===== src/rtl/spmac_pkg.sv =====
package spmac_pkg;
  typedef enum logic [1:0] {
    LD_PTR = 2'd0,
    LD_ENT = 2'd1,
    LD_CB  = 2'd2
  } ld_tgt_e;

  typedef struct packed {
    logic [3:0] widx;
    logic [3:0] zrun;
  } nz_entry_t;
endpackage


===== src/rtl/act_queue.sv =====
module act_queue #(
  parameter int DEPTH = 8,
  parameter int W     = 20
) (
  input  logic         clk,
  input  logic         rst_n,
  input  logic         push,
  input  logic [W-1:0] din,
  input  logic         pop,
  output logic [W-1:0] dout,
  output logic         empty,
  output logic         full
);
  localparam int AW = $clog2(DEPTH);
  localparam int CW = $clog2(DEPTH + 1);

  logic [W-1:0]  slot [DEPTH];
  logic [AW-1:0] wp, rp, wp_n, rp_n;
  logic [CW-1:0] cnt, cnt_n;

  always_comb begin
    wp_n  = wp;
    rp_n  = rp;
    cnt_n = cnt;
    if (push) wp_n = (wp == AW'(DEPTH - 1)) ? '0 : wp + AW'(1);
    if (pop)  rp_n = (rp == AW'(DEPTH - 1)) ? '0 : rp + AW'(1);
    case ({push, pop})
      2'b10:   cnt_n = cnt + CW'(1);
      2'b01:   cnt_n = cnt - CW'(1);
      default: cnt_n = cnt;
    endcase
  end

  always_ff @(posedge clk or negedge rst_n) begin
    if (!rst_n) begin
      wp  <= '0;
      rp  <= '0;
      cnt <= '0;
    end else begin
      wp  <= wp_n;
      rp  <= rp_n;
      cnt <= cnt_n;
    end
  end

  always_ff @(posedge clk) begin
    if (push) slot[wp] <= din;
  end

  assign dout  = slot[rp];
  assign empty = (cnt == '0);
  assign full  = (cnt == CW'(DEPTH));


  pop_empty_chk: assert property (@(posedge clk) disable iff (!rst_n)
    pop |-> !empty);


  fill_stall_chk: assert property (@(posedge clk) disable iff (!rst_n)
    (cnt == CW'(DEPTH - 1) && push && !pop) |=> full);
endmodule


===== src/rtl/col_ptr_banks.sv =====
module col_ptr_banks #(
  parameter int COLS  = 16,
  parameter int PTR_W = 7,
  localparam int COL_W = $clog2(COLS),
  localparam int BD    = COLS / 2 + 1,
  localparam int BAW   = $clog2(BD)
) (
  input  logic             clk,
  input  logic             wr_en,
  input  logic [BAW:0]     wr_addr,
  input  logic [PTR_W-1:0] wr_data,
  input  logic [COL_W-1:0] col,
  output logic [PTR_W-1:0] p_lo,
  output logic [PTR_W-1:0] p_hi
);
  logic [BAW-1:0]   raddr [2];
  logic [PTR_W-1:0] rdat  [2];

  // even bank steps one row further when the column is odd
  assign raddr[0] = col[0] ? BAW'(col >> 1) + BAW'(1) : BAW'(col >> 1);
  assign raddr[1] = BAW'(col >> 1);

  for (genvar b = 0; b < 2; b++) begin : g_bank
    logic [PTR_W-1:0] mem [BD];
    always_ff @(posedge clk) begin
      if (wr_en && (wr_addr[0] == 1'(b))) mem[wr_addr[BAW:1]] <= wr_data;
    end
    assign rdat[b] = mem[raddr[b]];
  end

  assign p_lo = col[0] ? rdat[1] : rdat[0];
  assign p_hi = col[0] ? rdat[0] : rdat[1];
endmodule


===== src/rtl/col_entry_store.sv =====
module col_entry_store
  import spmac_pkg::*;
#(
  parameter int ENTRIES = 64,
  parameter int VW      = 16,
  localparam int EAW = $clog2(ENTRIES)
) (
  input  logic           clk,
  input  logic           ent_we,
  input  logic [EAW-1:0] ent_waddr,
  input  nz_entry_t      ent_wdata,
  input  logic           cb_we,
  input  logic [3:0]     cb_waddr,
  input  logic [VW-1:0]  cb_wdata,
  input  logic [EAW-1:0] rd_addr,
  output nz_entry_t      rd_entry,
  output logic [VW-1:0]  weight
);
  nz_entry_t     ents [ENTRIES];
  logic [VW-1:0] book [16];

  always_ff @(posedge clk) begin
    if (ent_we) ents[ent_waddr] <= ent_wdata;
  end

  always_ff @(posedge clk) begin
    if (cb_we) book[cb_waddr] <= cb_wdata;
  end

  assign rd_entry = ents[rd_addr];
  assign weight   = book[rd_entry.widx];
endmodule


===== src/rtl/acc_file.sv =====
module acc_file #(
  parameter int ROWS = 32,
  parameter int VW   = 16,
  parameter int FRAC = 8,
  localparam int RW = $clog2(ROWS)
) (
  input  logic          clk,
  input  logic          rst_n,
  input  logic          we,
  input  logic [RW-1:0] row,
  input  logic [VW-1:0] act,
  input  logic [VW-1:0] wgt,
  input  logic [RW-1:0] rd_row,
  output logic [VW-1:0] rd_val
);
  logic [VW-1:0]          acc [ROWS];
  logic [VW-1:0]          cur, nv;
  logic signed [2*VW-1:0] prod, scaled;
  logic signed [2*VW+1:0] sum;

  always_comb begin
    cur    = acc[row];
    prod   = $signed({{VW{act[VW-1]}}, act}) * $signed({{VW{wgt[VW-1]}}, wgt});
    scaled = prod >>> FRAC;
    sum    = $signed({{2{scaled[2*VW-1]}}, scaled}) + $signed({{(VW+2){cur[VW-1]}}, cur});
    if (&sum[2*VW+1:VW-1] || ~|sum[2*VW+1:VW-1]) nv = sum[VW-1:0];
    else if (sum[2*VW+1])                          nv = {1'b1, {(VW-1){1'b0}}};
    else                                           nv = {1'b0, {(VW-1){1'b1}}};
  end

  always_ff @(posedge clk or negedge rst_n) begin
    if (!rst_n) begin
      for (int i = 0; i < ROWS; i++) acc[i] <= '0;
    end else if (we) begin
      acc[row] <= nv;
    end
  end

  assign rd_val = acc[rd_row];


  mac_sign_chk: assert property (@(posedge clk) disable iff (!rst_n)
    (we && !scaled[2*VW-1]) |=> $signed(acc[$past(row)]) >= $signed($past(cur)));
endmodule


===== src/rtl/spmac_pe.sv =====
module spmac_pe
  import spmac_pkg::*;
#(
  parameter int COLS    = 16,
  parameter int ENTRIES = 64,
  parameter int ROWS    = 32,
  parameter int QDEPTH  = 8,
  parameter int VW      = 16,
  parameter int FRAC    = 8,
  localparam int COL_W = $clog2(COLS),
  localparam int ROW_W = $clog2(ROWS),
  localparam int LD_AW = $clog2(ENTRIES)
) (
  input  logic             clk,
  input  logic             rst_n,
  input  logic             act_valid,
  output logic             act_ready,
  input  logic [VW-1:0]    act_value,
  input  logic [COL_W-1:0] act_col,
  input  logic             act_eov,
  input  logic             ld_en,
  input  logic [1:0]       ld_sel,
  input  logic [LD_AW-1:0] ld_addr,
  input  logic [VW-1:0]    ld_data,
  input  logic [ROW_W-1:0] rd_row,
  output logic [VW-1:0]    rd_data,
  output logic             done
);
  localparam int PTR_W = $clog2(ENTRIES + 1);
  localparam int BAW   = $clog2(COLS / 2 + 1);
  localparam int QW    = COL_W + VW;

  logic             q_push, q_pop, q_empty, q_full;
  logic [QW-1:0]    q_head;
  logic [COL_W-1:0] head_col;
  logic [VW-1:0]    head_val;
  logic [PTR_W-1:0] p_lo, p_hi;
  nz_entry_t        ent;
  logic [VW-1:0]    weight;

  logic             cur_valid, cv_n;
  logic [VW-1:0]    cur_val, val_n;
  logic [PTR_W-1:0] ptr, ptr_n, pend, pend_n;
  logic [ROW_W-1:0] base, base_n, row;
  logic             issue, last, advance;
  logic             eov_seen;

  assign act_ready = !q_full;
  assign q_push    = act_valid && act_ready;
  assign head_col  = q_head[VW +: COL_W];
  assign head_val  = q_head[VW-1:0];

  act_queue #(.DEPTH(QDEPTH), .W(QW)) u_queue (
    .clk(clk), .rst_n(rst_n), .push(q_push), .din({act_col, act_value}),
    .pop(q_pop), .dout(q_head), .empty(q_empty), .full(q_full)
  );

  col_ptr_banks #(.COLS(COLS), .PTR_W(PTR_W)) u_ptrs (
    .clk(clk), .wr_en(ld_en && ld_sel == LD_PTR), .wr_addr(ld_addr[BAW:0]),
    .wr_data(ld_data[PTR_W-1:0]), .col(head_col), .p_lo(p_lo), .p_hi(p_hi)
  );

  col_entry_store #(.ENTRIES(ENTRIES), .VW(VW)) u_store (
    .clk(clk), .ent_we(ld_en && ld_sel == LD_ENT), .ent_waddr(ld_addr),
    .ent_wdata(ld_data[7:0]), .cb_we(ld_en && ld_sel == LD_CB),
    .cb_waddr(ld_addr[3:0]), .cb_wdata(ld_data),
    .rd_addr(ptr[LD_AW-1:0]), .rd_entry(ent), .weight(weight)
  );

  acc_file #(.ROWS(ROWS), .VW(VW), .FRAC(FRAC)) u_acc (
    .clk(clk), .rst_n(rst_n), .we(issue), .row(row), .act(cur_val),
    .wgt(weight), .rd_row(rd_row), .rd_val(rd_data)
  );

  assign row     = base + ROW_W'(ent.zrun);
  assign issue   = cur_valid && (ptr != pend);
  assign last    = issue && ((ptr + PTR_W'(1)) == pend);
  assign advance = !cur_valid || (ptr == pend) || last;
  assign q_pop   = advance && !q_empty;

  always_comb begin
    cv_n   = cur_valid;
    val_n  = cur_val;
    ptr_n  = ptr;
    pend_n = pend;
    base_n = base;
    if (issue) begin
      ptr_n  = ptr + PTR_W'(1);
      base_n = row + ROW_W'(1);
    end
    if (advance) begin
      if (!q_empty) begin
        cv_n   = 1'b1;
        val_n  = head_val;
        ptr_n  = p_lo;
        pend_n = p_hi;
        base_n = '0;
      end else begin
        cv_n = 1'b0;
      end
    end
  end

  always_ff @(posedge clk or negedge rst_n) begin
    if (!rst_n) begin
      cur_valid <= 1'b0;
      cur_val   <= '0;
      ptr       <= '0;
      pend      <= '0;
      base      <= '0;
      eov_seen  <= 1'b0;
    end else begin
      cur_valid <= cv_n;
      cur_val   <= val_n;
      ptr       <= ptr_n;
      pend      <= pend_n;
      base      <= base_n;
      if (act_eov) eov_seen <= 1'b1;
    end
  end

  assign done = eov_seen && q_empty && !cur_valid;


  ptr_range_chk: assert property (@(posedge clk) disable iff (!rst_n)
    cur_valid |-> ptr <= pend);


  done_ready_chk: assert property (@(posedge clk) disable iff (!rst_n)
    done |-> act_ready);
endmodule


===== config.mk =====
export PLATFORM = sky130hd
export DESIGN_NAME = spmac_pe
export DESIGN_NICKNAME = d
export VERILOG_FILES = /design/src/rtl/spmac_pkg.sv /design/src/rtl/act_queue.sv /design/src/rtl/col_ptr_banks.sv /design/src/rtl/col_entry_store.sv /design/src/rtl/acc_file.sv /design/src/rtl/spmac_pe.sv
export SDC_FILE = /design/constraint.sdc
export NUM_CORES = 2
export LEC_CHECK = 0
export BUFFER_PORTS_ARGS = -buffer_cell sky130_fd_sc_hd__buf_4
export CORE_AREA = 3 3 273 543
export DETAILED_ROUTE_END_ITERATION = 7
export DIE_AREA = 0 0 276 546
export PLACE_DENSITY = 0.85
export SYNTH_ARGS = -nofsm -noshare
export SYNTH_HDL_FRONTEND = slang
export SYNTH_SLANG_ARGS = --single-unit

===== constraint.sdc =====
create_clock -name clk -period 11.3 [get_ports clk]
set_clock_uncertainty 0.15 [all_clocks]
set_input_delay 3.39 -clock clk [delete_from_list [all_inputs] [get_ports clk]]
set_output_delay 3.39 -clock clk [all_outputs]
set_load 0.03 [all_outputs]

==> results.cfg <==
[route]
antenna_left = 0
wire_per_inst_microns = 35.5
dr_wl_met2_microns = 150000
drtIter0Drc = 9075
dr_wl_met3_microns = 30700
totalWireLength_microns = 306000
wl_met1_microns = 82300
num_vias = 62192
viasPerCell = 7.23
drc = 57
firstDrtPassIters = 8
highest_layer = met5

[cts]
clk_latency_ns = 0.85
clk_pin_slew_ns = 0.07
root_buffer = clkbuf_16
cts.sinks = 1606
cts_buffer_depth = 4
cts_tree = built
cts.htree.levels = 4
cts_inserted_buffers = 146
ctsHoldBuffers = 0

[placement]
postPlaceCellArea_sq_mm = 0.0901
dp_slack_ns = -1.34
io_buffers = 71
hpwl_microns = 189000
place_congestion = 1.04

[synth]
synth.yosys.warnings = 0
synth_ff_type = edfxtp_1
ys_seq_elements = 1606
syn-num-nets = 6605
syn_area_per_cell_sq_um = 13.5
synthDistinctLibCells = 81
synth_edf_count = 1047
netlist_area_sq_mm = 0.0834
async_reset_ff_share_pct = 34.8
synth_cells = 6165
yosysSeqAreaShare_pct = 54.5

[outcome]
failed_checks = design-rule violations, negative setup slack
outcome = finished, violations left

[worst_setup_path]
reg2reg_depth = 51
critPathSlowestCell = fa_1
path_class = flop to flop
critPathMaxFanout = 16
critPathMaxStageDelay_ns = 0.57
r2r_start = ptr[0]$_DFF_PN0_
rr_endpoint = u_acc.acc[55]$_DFFE_PN0P_
cp-end-kind = flop
cp-start-kind = flop
cp_common_cell = buf_4
cp.arrival_ns = 13.06
crit_required_ns = 11.77
r2r_slack_ns = -1.29

[sta]
finalMaxSlewViolations = 0
post-route-period-util_pct = 111
rsz0062_at_grt = true
setup_ws_ns = -1.29
hold_ws_ns = 0.357
slew_headroom_pct = 2.09
layout_min_cycle_time_ns = 12.59
finalSetupViolCount = 512
fmax_mhz = 79.4
hold_viol_final = 0
worst_slew_pin_slew_ns = 1.47

[floorplanning]
start_util_pct = 57.7
ios = 72
die_w_microns = 276
die_h_microns = 546
fp.coreArea_sq_mm = 0.144
die-area_sq_mm = 0.151
num_rows = 197

[hold_path]
hold_start = u_acc.acc[162]$_DFFE_PN0P_
hold_end = u_acc.acc[162]$_DFFE_PN0P_
hp-class = flop to flop
holdPathStages = 2

[global_route]
grt.total_usage_pct = 38.6
first_global_vias = 63004
antenna_found_initial = 23
grt_max_degree = 98
grt_overflow = 0
grt_pass1_wl_microns = 423000

[final_layout]
final_nets = 7033
fin_area_sq_mm = 0.100
layout-drive-gt1-share_pct = 30.4
area_growth_pct = 19.9
post-route-util_pct = 69.2

[flow_run]
max-cap-violations = 0
## kinds of logic after synthesis
family / after synthesis / share of synthesized area (%)
simple gates: 1621 / 8.38
flops: 1606 / 54.5
compound gates: 915 / 8.09
buf+inv: 818 / 3.82
mux: 738 / 16.2
fa+ha+maj: 386 / 8.17
xor+xnor: 81 / 0.850
## registers in the layout, indices dropped and copies added, names as in the netlist, 3 cells and up
signal	count
base	5
u_queue.wp	3
u_ptrs.g_bank.mem	119
u_store.book	256
cur_val	16
u_queue.rp	3
u_queue.cnt	4
ptr	7
u_acc.acc	512
pend	7
u_queue.slot	160
u_store.ents	512
## cell usage in the layout (no fill, tap or decap), types with 114 or more instances in the layout
cell type and count:
buf_4 589, mux2i_1 163, dfrtp_1 554, edfxtp_1 1047, fa_1 248, inv_1 300
clkbuf_16 164, mux4_2 483, and2_1 116, o311ai_2 114, o311ai_1 168, nand2_1 791
nor2_1 380
## worst max path at each step
stage / from / end / cells past startpoint
floorplan: ptr[0]$_DFF_PN0_ / u_acc.acc[309]$_DFFE_PN0P_ / 50
global placement: ptr[0]$_DFF_PN0_ / u_acc.acc[214]$_DFFE_PN0P_ / 51
detailed placement: ptr[0]$_DFF_PN0_ / u_acc.acc[436]$_DFFE_PN0P_ / 51
CTS: ptr[0]$_DFF_PN0_ / u_acc.acc[334]$_DFFE_PN0P_ / 54
global route: ptr[0]$_DFF_PN0_ / u_acc.acc[2]$_DFFE_PN0P_ / 52
finish: ptr[0]$_DFF_PN0_ / u_acc.acc[55]$_DFFE_PN0P_ / 51
## per-stage QoR
stage	std cells	setup TNS [ns]
6_report	8606	-549.53
5_1_grt	8590	-660.12
4_1_cts	8525	-303.35
3_3_place_gp	8193	-477.49
2_1_floorplan	6165	-10.71
3_5_place_dp	8193	-564.76
## critical path: cells and delay by family, from the launching register on
| family | cells | cell delay [ns] |
|---|---|---|
| DFF | 1 | 0.56 |
| and+or+nand+nor | 7 | 1.19 |
| adders and majority gates | 8 | 3.60 |
| muxes | 3 | 1.31 |
| AOI/OAI and AO/OA | 16 | 3.17 |
| buffers and inverters | 15 | 2.02 |
| xor gates and xnor gates | 2 | 0.24 |
## cells in the mapped netlist, drive strengths merged, types with 9 or more instances
library cell  instances  area [sq um]
edfxtp             1047         31400
xnor2                48           420
mux2i               173          1730
xor2                 33           289
nand4                17           106
a211oi               44           330
nand2               816          3060
o211ai               93           698
o311ai              360          3150
and2                136           851
a21oi               111           559
a22oi                48           360
ha                  121          1510
and3                 10          62.6
inv                 319          1200
or3                   9          56.3
or2                  14          87.6
nor2                397          1490
mux2                 82           923
a31oi                15          93.8
nand2b               17           106
a21o                 31           233
clkbuf              397          1490
nor2b                39           244
o21ai               153           766
nor3                 14          70.1
buf                 102           498
dfrtp               559         14000
fa                  265          5310
nand3               127           636
mux4                483         10900
## area by class of cell
| type | count | area [sq um] |
|---|---|---|
| tap | 1890 | 2360 |
| timing repair buffer | 779 | 7950 |
| sequential | 1606 | 45400 |
| fill | 8826 | 44400 |
| clock inverter | 69 | 876 |
| multi-input combinational | 3741 | 38200 |
| clock buffer | 184 | 3970 |
| antenna | 18 | 45.0 |
| inverter | 319 | 1200 |
## layer usage
layer  vias up  GRT usage [%]
met5         -              0
met4        12           39.8
met3      2137           9.28
met2      5476           65.3
met1     30682           37.2
li1      23885              -
## timing repair
action | CTS | global route
buffers inserted | 74 | 51
gates cloned | 11 | 18
gates resized for setup | 463 | 384
pin swaps | 135 | 106
endpoints found under the setup margin | 512 | 512
Power is left out: the tool's default activity adds up to more than one toggle a clock period on the data nets, which glitch-free logic cannot reach.
